### src/rtl/arith_pkg.sv
package arith_pkg;

  typedef enum logic [3:0] {
    OP_ADD  = 4'd0,
    OP_ADDC = 4'd1,
    OP_ADDQ = 4'd2,
    OP_SUB  = 4'd3,
    OP_SUBC = 4'd4,
    OP_SUBQ = 4'd5,
    OP_CMP  = 4'd6,
    OP_CMPQ = 4'd7,
    OP_NEG  = 4'd8
  } op_e;

  function automatic logic op_legal(logic [3:0] code);
    return code <= 4'd8;
  endfunction

  function automatic logic op_is_compare(logic [3:0] code);
    return (code == OP_CMP) || (code == OP_CMPQ);
  endfunction

endpackage

### src/rtl/arith_imm_conv.sv
// Forms the two immediate interpretations used by the quick operations.
module arith_imm_conv #(
  parameter int WIDTH = 32,
  parameter int IMM_W = 5
) (
  input  logic [IMM_W-1:0] imm_i,
  output logic [WIDTH-1:0] quick_o,
  output logic [WIDTH-1:0] signed_o
);
  localparam int PAD_Q = WIDTH - IMM_W - 1;
  localparam int PAD_S = WIDTH - IMM_W;

  logic [IMM_W:0] quick_ext;

  // A zero field stands for 2**IMM_W.
  always_comb begin
    if (imm_i == '0) quick_ext = {1'b1, {IMM_W{1'b0}}};
    else             quick_ext = {1'b0, imm_i};
  end

  assign quick_o  = {{PAD_Q{1'b0}}, quick_ext};
  assign signed_o = {{PAD_S{imm_i[IMM_W-1]}}, imm_i};
endmodule

### src/rtl/arith_adder.sv
// Single carry chain shared by every operation.
module arith_adder #(
  parameter int WIDTH = 32
) (
  input  logic [WIDTH-1:0] a_i,
  input  logic [WIDTH-1:0] b_i,
  input  logic             cin_i,
  output logic [WIDTH-1:0] sum_o,
  output logic             cout_o
);
  logic [WIDTH:0] full_sum;

  assign full_sum = {1'b0, a_i} + {1'b0, b_i} + {{WIDTH{1'b0}}, cin_i};
  assign sum_o    = full_sum[WIDTH-1:0];
  assign cout_o   = full_sum[WIDTH];
endmodule

### src/rtl/arith_flags.sv
// Derives condition flags from the adder output.
module arith_flags #(
  parameter int WIDTH = 32
) (
  input  logic [WIDTH-1:0] sum_i,
  input  logic             cout_i,
  input  logic             borrow_mode_i,
  output logic             z_o,
  output logic             n_o,
  output logic             c_o
);
  assign z_o = (sum_i == '0);
  assign n_o = sum_i[WIDTH-1];
  // With an inverted subtrahend, a missing carry out means a borrow.
  assign c_o = borrow_mode_i ? ~cout_i : cout_i;
endmodule

### src/rtl/arith_addsub_unit.sv
module arith_addsub_unit
  import arith_pkg::*;
#(
  parameter int WIDTH = 32,
  parameter int IMM_W = 5
) (
  input  logic             clk,
  input  logic             rst_n,
  input  logic             in_valid,
  input  logic [3:0]       op_sel,
  input  logic [WIDTH-1:0] dst_val,
  input  logic [WIDTH-1:0] src_val,
  input  logic [IMM_W-1:0] imm_val,
  input  logic             carry_in,
  output logic             out_valid,
  output logic             wr_en,
  output logic [WIDTH-1:0] result,
  output logic             flag_z,
  output logic             flag_n,
  output logic             flag_c
);

  logic [WIDTH-1:0] quick_imm;
  logic [WIDTH-1:0] signed_imm;
  logic [WIDTH-1:0] opa;
  logic [WIDTH-1:0] opb_raw;
  logic [WIDTH-1:0] opb;
  logic             opc;
  logic             subtracting;
  logic [WIDTH-1:0] sum;
  logic             cout;
  logic             z_nxt;
  logic             n_nxt;
  logic             c_nxt;
  logic             take;
  logic             wr_nxt;

  arith_imm_conv #(.WIDTH(WIDTH), .IMM_W(IMM_W)) u_imm (
    .imm_i    (imm_val),
    .quick_o  (quick_imm),
    .signed_o (signed_imm)
  );

  // Operand steering: subtraction is a + ~b + 1, less the carry for SUBC.
  always_comb begin
    opa         = dst_val;
    opb_raw     = src_val;
    opc         = 1'b0;
    subtracting = 1'b0;
    case (op_sel)
      OP_ADD:  ;
      OP_ADDC: opc = carry_in;
      OP_ADDQ: opb_raw = quick_imm;
      OP_SUB, OP_CMP: begin
        subtracting = 1'b1;
        opc         = 1'b1;
      end
      OP_SUBC: begin
        subtracting = 1'b1;
        opc         = ~carry_in;
      end
      OP_SUBQ: begin
        opb_raw     = quick_imm;
        subtracting = 1'b1;
        opc         = 1'b1;
      end
      OP_CMPQ: begin
        opb_raw     = signed_imm;
        subtracting = 1'b1;
        opc         = 1'b1;
      end
      OP_NEG: begin
        opa         = '0;
        opb_raw     = dst_val;
        subtracting = 1'b1;
        opc         = 1'b1;
      end
      default: ;
    endcase
    opb = subtracting ? ~opb_raw : opb_raw;
  end

  arith_adder #(.WIDTH(WIDTH)) u_add (
    .a_i    (opa),
    .b_i    (opb),
    .cin_i  (opc),
    .sum_o  (sum),
    .cout_o (cout)
  );

  arith_flags #(.WIDTH(WIDTH)) u_flg (
    .sum_i         (sum),
    .cout_i        (cout),
    .borrow_mode_i (subtracting),
    .z_o           (z_nxt),
    .n_o           (n_nxt),
    .c_o           (c_nxt)
  );

  assign take   = in_valid & op_legal(op_sel);
  assign wr_nxt = take & ~op_is_compare(op_sel);

  always_ff @(posedge clk or negedge rst_n) begin
    if (!rst_n) begin
      out_valid <= 1'b0;
      wr_en     <= 1'b0;
    end else begin
      out_valid <= take;
      wr_en     <= wr_nxt;
    end
  end

  // Result and flag registers load only on an accepted operation.
  always_ff @(posedge clk or negedge rst_n) begin
    if (!rst_n) begin
      result <= '0;
      flag_z <= 1'b0;
      flag_n <= 1'b0;
      flag_c <= 1'b0;
    end else if (take) begin
      result <= sum;
      flag_z <= z_nxt;
      flag_n <= n_nxt;
      flag_c <= c_nxt;
    end
  end

endmodule

### config.mk
export PLATFORM = sky130hd
export DESIGN_NAME = arith_addsub_unit
export DESIGN_NICKNAME = d
export VERILOG_FILES = /design/src/rtl/arith_pkg.sv /design/src/rtl/arith_imm_conv.sv /design/src/rtl/arith_adder.sv /design/src/rtl/arith_flags.sv /design/src/rtl/arith_addsub_unit.sv
export SDC_FILE = /design/constraint.sdc
export NUM_CORES = 1
export LEC_CHECK = 0
export BUFFER_PORTS_ARGS = -buffer_cell sky130_fd_sc_hd__clkbuf_2
export CAP_MARGIN = 25
export CORE_ASPECT_RATIO = 0.7
export CORE_MARGIN = 1.5
export CORE_UTILIZATION = 37
export CTS_CLUSTER_DIAMETER = 60
export DETAILED_ROUTE_END_ITERATION = 7
export GPL_ROUTABILITY_DRIVEN = 0
export PLACE_DENSITY_LB_ADDON = 0.15
export SETUP_SLACK_MARGIN = 0.05
export SLEW_MARGIN = 40
export SYNTH_ARGS = -nofsm -noshare
export SYNTH_HDL_FRONTEND = slang
export SYNTH_HIERARCHICAL = 1
export SYNTH_SLANG_ARGS = --single-unit
### constraint.sdc
create_clock -name clk -period 1.1 [get_ports clk]
set_input_delay 0 -clock clk [delete_from_list [all_inputs] [get_ports clk]]
set_output_delay 0 -clock clk [all_outputs]
set_load 0.1 [all_outputs]
==> impl_metrics.tcl, run 1 <==
set metrics [dict create \
    fin_crit_ns 3.61 \
    dr.pass1.iters 5 \
    synth_area_per_cell_um2 6.88 \
    drt_iter0_drc 382 \
    ys_warn_count 6 \
    drive_above_1_share_pct 45.1 \
    critPathSlowestCell "fa_2" \
    grtUsageTotal_pct 23.7 \
    design_area_um2 9190 \
    layout_setup_ws_ns -2.51 \
    place_area_um2 7750 \
    violations "setup timing" \
    max_stage_delay_ns 0.45 \
    placed_cells_incl_taps 1206 \
    ys_seq_elements 37 \
    multi_input_area_um2 4640 \
    hold_violations 0 \
    combPwrFrac_pct 79.7 \
    min_to "wr_en" \
    chipHeight_um 105 \
    h-tree-depth 2 \
    grt_setup_unrepaired "true" \
    ant_nets 0 \
    ys_types 70 \
    cts.path.max_buffers 2 \
    cts.clk_slew.worst_paths_ns 0.05 \
    first_global_vias 6255 \
    wl_mm 19.4 \
    swShare_pct 49.9 \
    drv_slew 0 \
    rrSetupSlack_ns 0.41 \
    cp.required_ns 1.27 \
    max_freq_mhz 277 \
    reg2reg_depth 2 \
    num_io_pins 114 \
    path_cells "clkbuf_16 -> nor3b_4 -> o21a_2 -> nand2_2 -> a21oi_2 -> xor2_2 -> fa_2 -> fa_2 -> a21oi_4 -> o32ai_4 -> o211ai_2 -> buf_4 -> a21o_1 -> o21ai_4 -> buf_6 -> a21o_1 -> a311oi_2 -> nor4_2 -> nand4_1 -> nor2_1 -> nand2_1 -> nand2_1" \
    synthCells 794 \
    power_density_nw_per_um2 2030 \
    coreArea_um2 14100 \
    clock_sinks 37 \
    root_buffer "clkbuf_16" \
    synthFlopType "dfrtp_1" \
    drcViolationCount 0 \
    crit_family "compound AO/OA/AOI/OAI gates" \
    ys_async_sr_fraction_pct 100 \
    setup_viol 35 \
    nets 1182 \
    synth_top_area_cell "dfrtp_1" \
    worstReg2RegEnd "result[22]" \
    status "complete, but fails checks" \
    synth-edff-count 0 \
    hold_ws_ns 0.125 \
    min_path_cells 3 \
    period_share_pct 328 \
    seqPwrFrac_pct 12.8 \
    grt_overflow 0 \
    worst_ep_arrival_time_ns 3.78 \
    maxCapViolCount 0 \
    p_sw_mw 9.29 \
    crit_buf_inv 3 \
    worst_pin_slew_ns 0.537 \
    setup.worst_path.start_class "input pin" \
    port-buffer-count 113 \
    total_power_mw 18.6 \
    cts_tree "yes" \
    instances_no_fill 1262 \
    hold_path_class "in2reg" \
    wl_per_cell_um 15.4 \
    numCtsBuffers 5 \
    initial_core_util_pct 38.6 \
    hp-start "op_sel[2]" \
    synth_common_cells "193 x nand2_1, 100 x a21oi_1, 68 x buf_4" \
    grt_max_degree 38 \
    ir_drop_v 0.00119 \
    dp_hpwl_mm 13.8 \
    cp-end-kind "flip-flop" \
    syn-cell-area_um2 5460 \
    criticalPathCategory "in2reg" \
    fillers 1180 \
    vias 6527 \
    static-leakage-power_nw 4.42 \
    die_area_um2 15500 \
    path_max_fanout 7 \
    clock_skew_ns 0 \
    grt_antenna_before_repair 0 \
    relSlewSlack_pct 63.9 \
    clk_latency_ns 0.27 \
    synth.most_common_cell "nand2_1" \
    synth_top_area_share_pct 17.0 \
    final_util_pct 64.9 \
    insertedDiodeCount 0 \
    netlist_top_cells_area "dfrtp_1 17%, nand2_1 13%, buf_4 9.3%" \
    regArea_um2 926 \
    dieWidth_um 148 \
    rr_startpoint "result[22]" \
    ys_seq_area_share_pct 17.0 \
    p_int_mw 9.33 \
    vias_per_cell 5.17 \
    grt_first_pass_wirelength_mm 30.2 \
    rows 36 \
    syn2layout_area_growth_pct 68.2 \
    power_frac_clock_pct 7.5 \
]
[registers in the layout, indices dropped and copies added, names as in the netlist]
| signal | cells |
|---|---|
| flag_z | 1 |
| wr_en | 1 |
| flag_n | 1 |
| out_valid | 1 |
| result | 32 |
| flag_c | 1 |
[worst max-delay path by stage]
stage,startpoint,depth (start not counted),end,slack (ns)
global route,op_sel[0],21,flag_z,-2.66
global placement,op_sel[1],21,flag_z,-2.76
floorplan,op_sel[0],21,flag_z,-2.39
finish,op_sel[0],22,flag_z,-2.51
detailed placement,op_sel[1],21,flag_z,-2.81
CTS,op_sel[3],21,flag_z,-2.22
[power by group through the flow]
stage | sequential (mW) | combinational, mW | clock [mW]
6_report | 2.38 | 14.9 | 1.39
5_1_grt | 2.45 | 15.6 | 1.45
4_1_cts | 2.39 | 13.9 | 1.42
3_5_place_dp | 2.41 | 12.6 | 0
3_3_place_gp | 2.41 | 12.6 | 0
2_1_floorplan | 5.65 | 3.83 | 0
[routing by layer]
layer / wire length [um] / GRT usage [%]
met5: 0 / 0
met4: 267 / 2.76
met3: 1180 / 3.80
met2: 9090 / 40.4
met1: 8830 / 32.4
[cell type report]
class | instances | share of cell area (%)
well taps | 190 | 2.59
clock buffers | 7 | 1.55
repair buffers | 354 | 34.8
inverters | 9 | 0.381
flip-flops and latches | 37 | 10.1
multi-input cells | 665 | 50.6
[per-stage QoR]
step | TNS, ns | setup slack (ns)
floorplan | -58.11 | -2.39
global placement | -72.36 | -2.76
detailed placement | -74.07 | -2.81
CTS | -57.50 | -2.22
global route | -68.91 | -2.66
finish | -63.29 | -2.51
[cells in the final DEF (no fill, tap or decap), drive strengths merged, types with 8 or more instances in the layout]
| master | n |
|---|---|
| ha | 31 |
| buf | 277 |
| nor3 | 8 |
| nand2 | 195 |
| conb | 26 |
| clkbuf | 83 |
| dfrtp | 37 |
| a21oi | 100 |
| inv | 8 |
| xor2 | 48 |
| nand4 | 11 |
| a21o | 13 |
| o21ai | 24 |
| nor2 | 54 |
| nor4 | 8 |
| xnor2 | 11 |
| and2 | 34 |
| o22ai | 32 |
[repair_timing]
action | CTS | global route
buffers inserted | 33 | 23
gates resized for setup | 110 | 67
hold endpoints to repair | 37 | 0
hold buffers | 1 | 0
cloned | 2 | 2
pin swaps | 64 | 58
setup endpoints to repair | 35 | 35
[cells by family (layout without fill, tap and decap cells)]
group | count (synthesis) | after routing | share of synthesized area [%]
muxes | 1 | 1 | 0.183
xor gates and xnor gates | 59 | 59 | 9.46
AOI/OAI and AO/OA | 210 | 210 | 23.9
buffers and inverters | 117 | 370 | 13.7
DFF | 37 | 37 | 17.0
and+or+nand+nor | 336 | 336 | 27.9
other | 1 | 26 | 0.0687
adders and majority gates | 33 | 33 | 7.84
[worst register-to-register path, cell delays in order, from the launching register on]
cell and delay [ns]:
dfrtp_1 0.43, nand2_1 0.09, nand2_1 0.06
No activity file was read; power rests on OpenSTA's default activity.
==> run 2: changes to the inputs <==
--- a/config.mk
+++ b/config.mk
@@ -13,6 +13,7 @@
 export CTS_CLUSTER_DIAMETER = 60
 export DETAILED_ROUTE_END_ITERATION = 7
 export GPL_ROUTABILITY_DRIVEN = 0
+export HOLD_SLACK_MARGIN = 0.15
 export PLACE_DENSITY_LB_ADDON = 0.15
 export SETUP_SLACK_MARGIN = 0.05
 export SLEW_MARGIN = 40
==> run 2 against run 1 <==
The run still ends with setup timing left; sequential share of layout area about the same; cell area grew 0.11%; total power hardly changed; combinational power hardly changed; sequential power hardly changed; flip-flop and latch count is the same; die area is the same; largest cell class unchanged.
==> impl_metrics.tcl, run 2 (same netlist as run 1, synthesis figures left out) <==
set metrics [dict create \
    grt_max_degree 38 \
    fillers 1179 \
    wl_per_cell_um 15.3 \
    wl_mm 19.3 \
    path_cells "clkbuf_16 -> nor3b_4 -> o21a_2 -> nand2_2 -> a21oi_2 -> xor2_2 -> fa_2 -> fa_2 -> a21oi_4 -> o32ai_4 -> o211ai_2 -> buf_4 -> a21o_1 -> o21ai_4 -> buf_6 -> a21o_1 -> a311oi_2 -> nor4_2 -> nand4_1 -> nor2_1 -> nand2_1 -> nand2_1" \
    rrSetupSlack_ns 0.42 \
    place_area_um2 7750 \
    worstReg2RegEnd "result[22]" \
    crit_family "compound AO/OA/AOI/OAI gates" \
    wl_met2_mm 9.08 \
    ir_drop_v 0.00119 \
    vias 6500 \
    grtUsageTotal_pct 23.7 \
    power_density_nw_per_um2 2020 \
    initial_core_util_pct 38.6 \
    hp-start "in_valid" \
    combPwrFrac_pct 79.7 \
    setup_viol 35 \
    cp.required_ns 1.27 \
    nets 1183 \
    cts.path.max_buffers 2 \
    critPathSlowestCell "fa_2" \
    fin_crit_ns 3.58 \
    path_max_fanout 7 \
    relSlewSlack_pct 64.3 \
    met1Wirelength_mm 8.87 \
    p_sw_mw 9.28 \
    die_area_um2 15500 \
    grt_setup_unrepaired "true" \
    worst_pin_slew_ns 0.532 \
    min_to "wr_en" \
    port-buffer-count 113 \
    vias_per_cell 5.15 \
    rr_startpoint "result[22]" \
    first_global_vias 6255 \
    clock_sinks 37 \
    clk_latency_ns 0.27 \
    worst_ep_arrival_time_ns 3.75 \
    cts_tree "yes" \
    drive_above_1_share_pct 45.0 \
    drv_slew 0 \
    reg2reg_depth 2 \
    criticalPathCategory "in2reg" \
    hold_violations 0 \
    static-leakage-power_nw 4.42 \
    status "complete, but fails checks" \
    regArea_um2 926 \
    top_register "result" \
    insertedDiodeCount 0 \
    layout_setup_ws_ns -2.48 \
    drcViolationCount 0 \
    grt_antenna_before_repair 0 \
    largest_reg_flops 32 \
    met3_length_mm 1.16 \
    maxCapViolCount 0 \
    layout_commonest_cell "buf_4" \
    max_stage_delay_ns 0.45 \
    crit_buf_inv 3 \
    violations "setup timing" \
    num_io_pins 114 \
    numCtsBuffers 5 \
    swShare_pct 49.9 \
    h-tree-depth 2 \
    ant_nets 0 \
    dr.pass1.iters 5 \
    instances_no_fill 1263 \
    grt_first_pass_wirelength_mm 30.2 \
    setup.worst_path.start_class "input pin" \
    chipHeight_um 105 \
    p_int_mw 9.34 \
    power_frac_clock_pct 7.5 \
    cts.clk_slew.worst_paths_ns 0.05 \
    seqPwrFrac_pct 12.8 \
    total_power_mw 18.6 \
    placed_cells_incl_taps 1206 \
    dieWidth_um 148 \
    grt_overflow 0 \
    root_buffer "clkbuf_16" \
    cp-end-kind "flip-flop" \
    max_freq_mhz 279 \
    final_cell_mix "203 x buf_4, 182 x nand2_1, 79 x a21oi_1" \
    clock_skew_ns 0 \
    period_share_pct 326 \
    coreArea_um2 14100 \
    min_path_cells 4 \
    dp_slack_ns -2.81 \
    drt_iter0_drc 340 \
    highest_layer "met4" \
    rows 36 \
    syn2layout_area_growth_pct 68.4 \
    multi_input_area_um2 4640 \
    fin_setup_tns_ns -63.22 \
    hold_path_class "in2reg" \
    dp_hpwl_mm 13.8 \
    design_area_um2 9200 \
]
## run 2: cell count changes in the layout (fill, tap and decap cells not counted), sizes merged
| cell | delta |
|---|---|
| dlygate4sd3 | +1 |
## run 2: how the worst max path moves through the flow
stage / startpoint / end / cells past startpoint / slack, ns
finish: op_sel[0] / flag_z / 22 / -2.48
global route: op_sel[0] / flag_z / 21 / -2.66
CTS: op_sel[3] / flag_z / 21 / -2.22
detailed placement: op_sel[1] / flag_z / 21 / -2.81
global placement: op_sel[1] / flag_z / 21 / -2.76
floorplan: op_sel[0] / flag_z / 21 / -2.39
## run 2: cell type report
type | instances | share of cell area, %
Tap cell | 190 | 2.59
Inverter | 9 | 0.381
Sequential cell | 37 | 10.1
Clock buffer | 7 | 1.55
Timing Repair Buffer | 355 | 34.9
Multi-Input combinational cell | 665 | 50.5
## run 2: routing by layer
metal  global-route usage [%]  up-vias
li1                         -     3183
met1                     32.4     3080
met2                     40.4      216
met3                     3.80       21
met4                     2.76        0
met5                        0        -
## run 2: tightest hold or removal path, stage by stage
cell and delay (ns):
clkbuf_2 0.09, o21ai_2 0.11, buf_4 0.13, a31oi_1 0.06
## run 2: stage by stage
step	util [%]	hold WS, ns
floorplan	-	-0.296
global placement	54.8	0.0770
global route	65.0	0.172
CTS	61.4	0.167
detailed placement	54.8	0.0780
finish	65.0	0.162
## run 2: what timing repair did
action                     CTS  global route
pin swaps                   64            58
setup endpoints to repair   35            35
hold buffers                 1             1
hold endpoints to repair    37             1
cloned                       2             2
buffers inserted            33            23
gates resized for setup    110            67
## run 2: power by group through the flow
stage | Clock, mW | Sequential [mW] | Combinational, mW
after floorplan | 0 | 5.65 | 3.83
final | 1.40 | 2.38 | 14.8
after global placement | 0 | 2.41 | 12.6
after CTS | 1.42 | 2.39 | 13.9
after detailed placement | 0 | 2.41 | 12.6
after global routing | 1.45 | 2.45 | 15.6
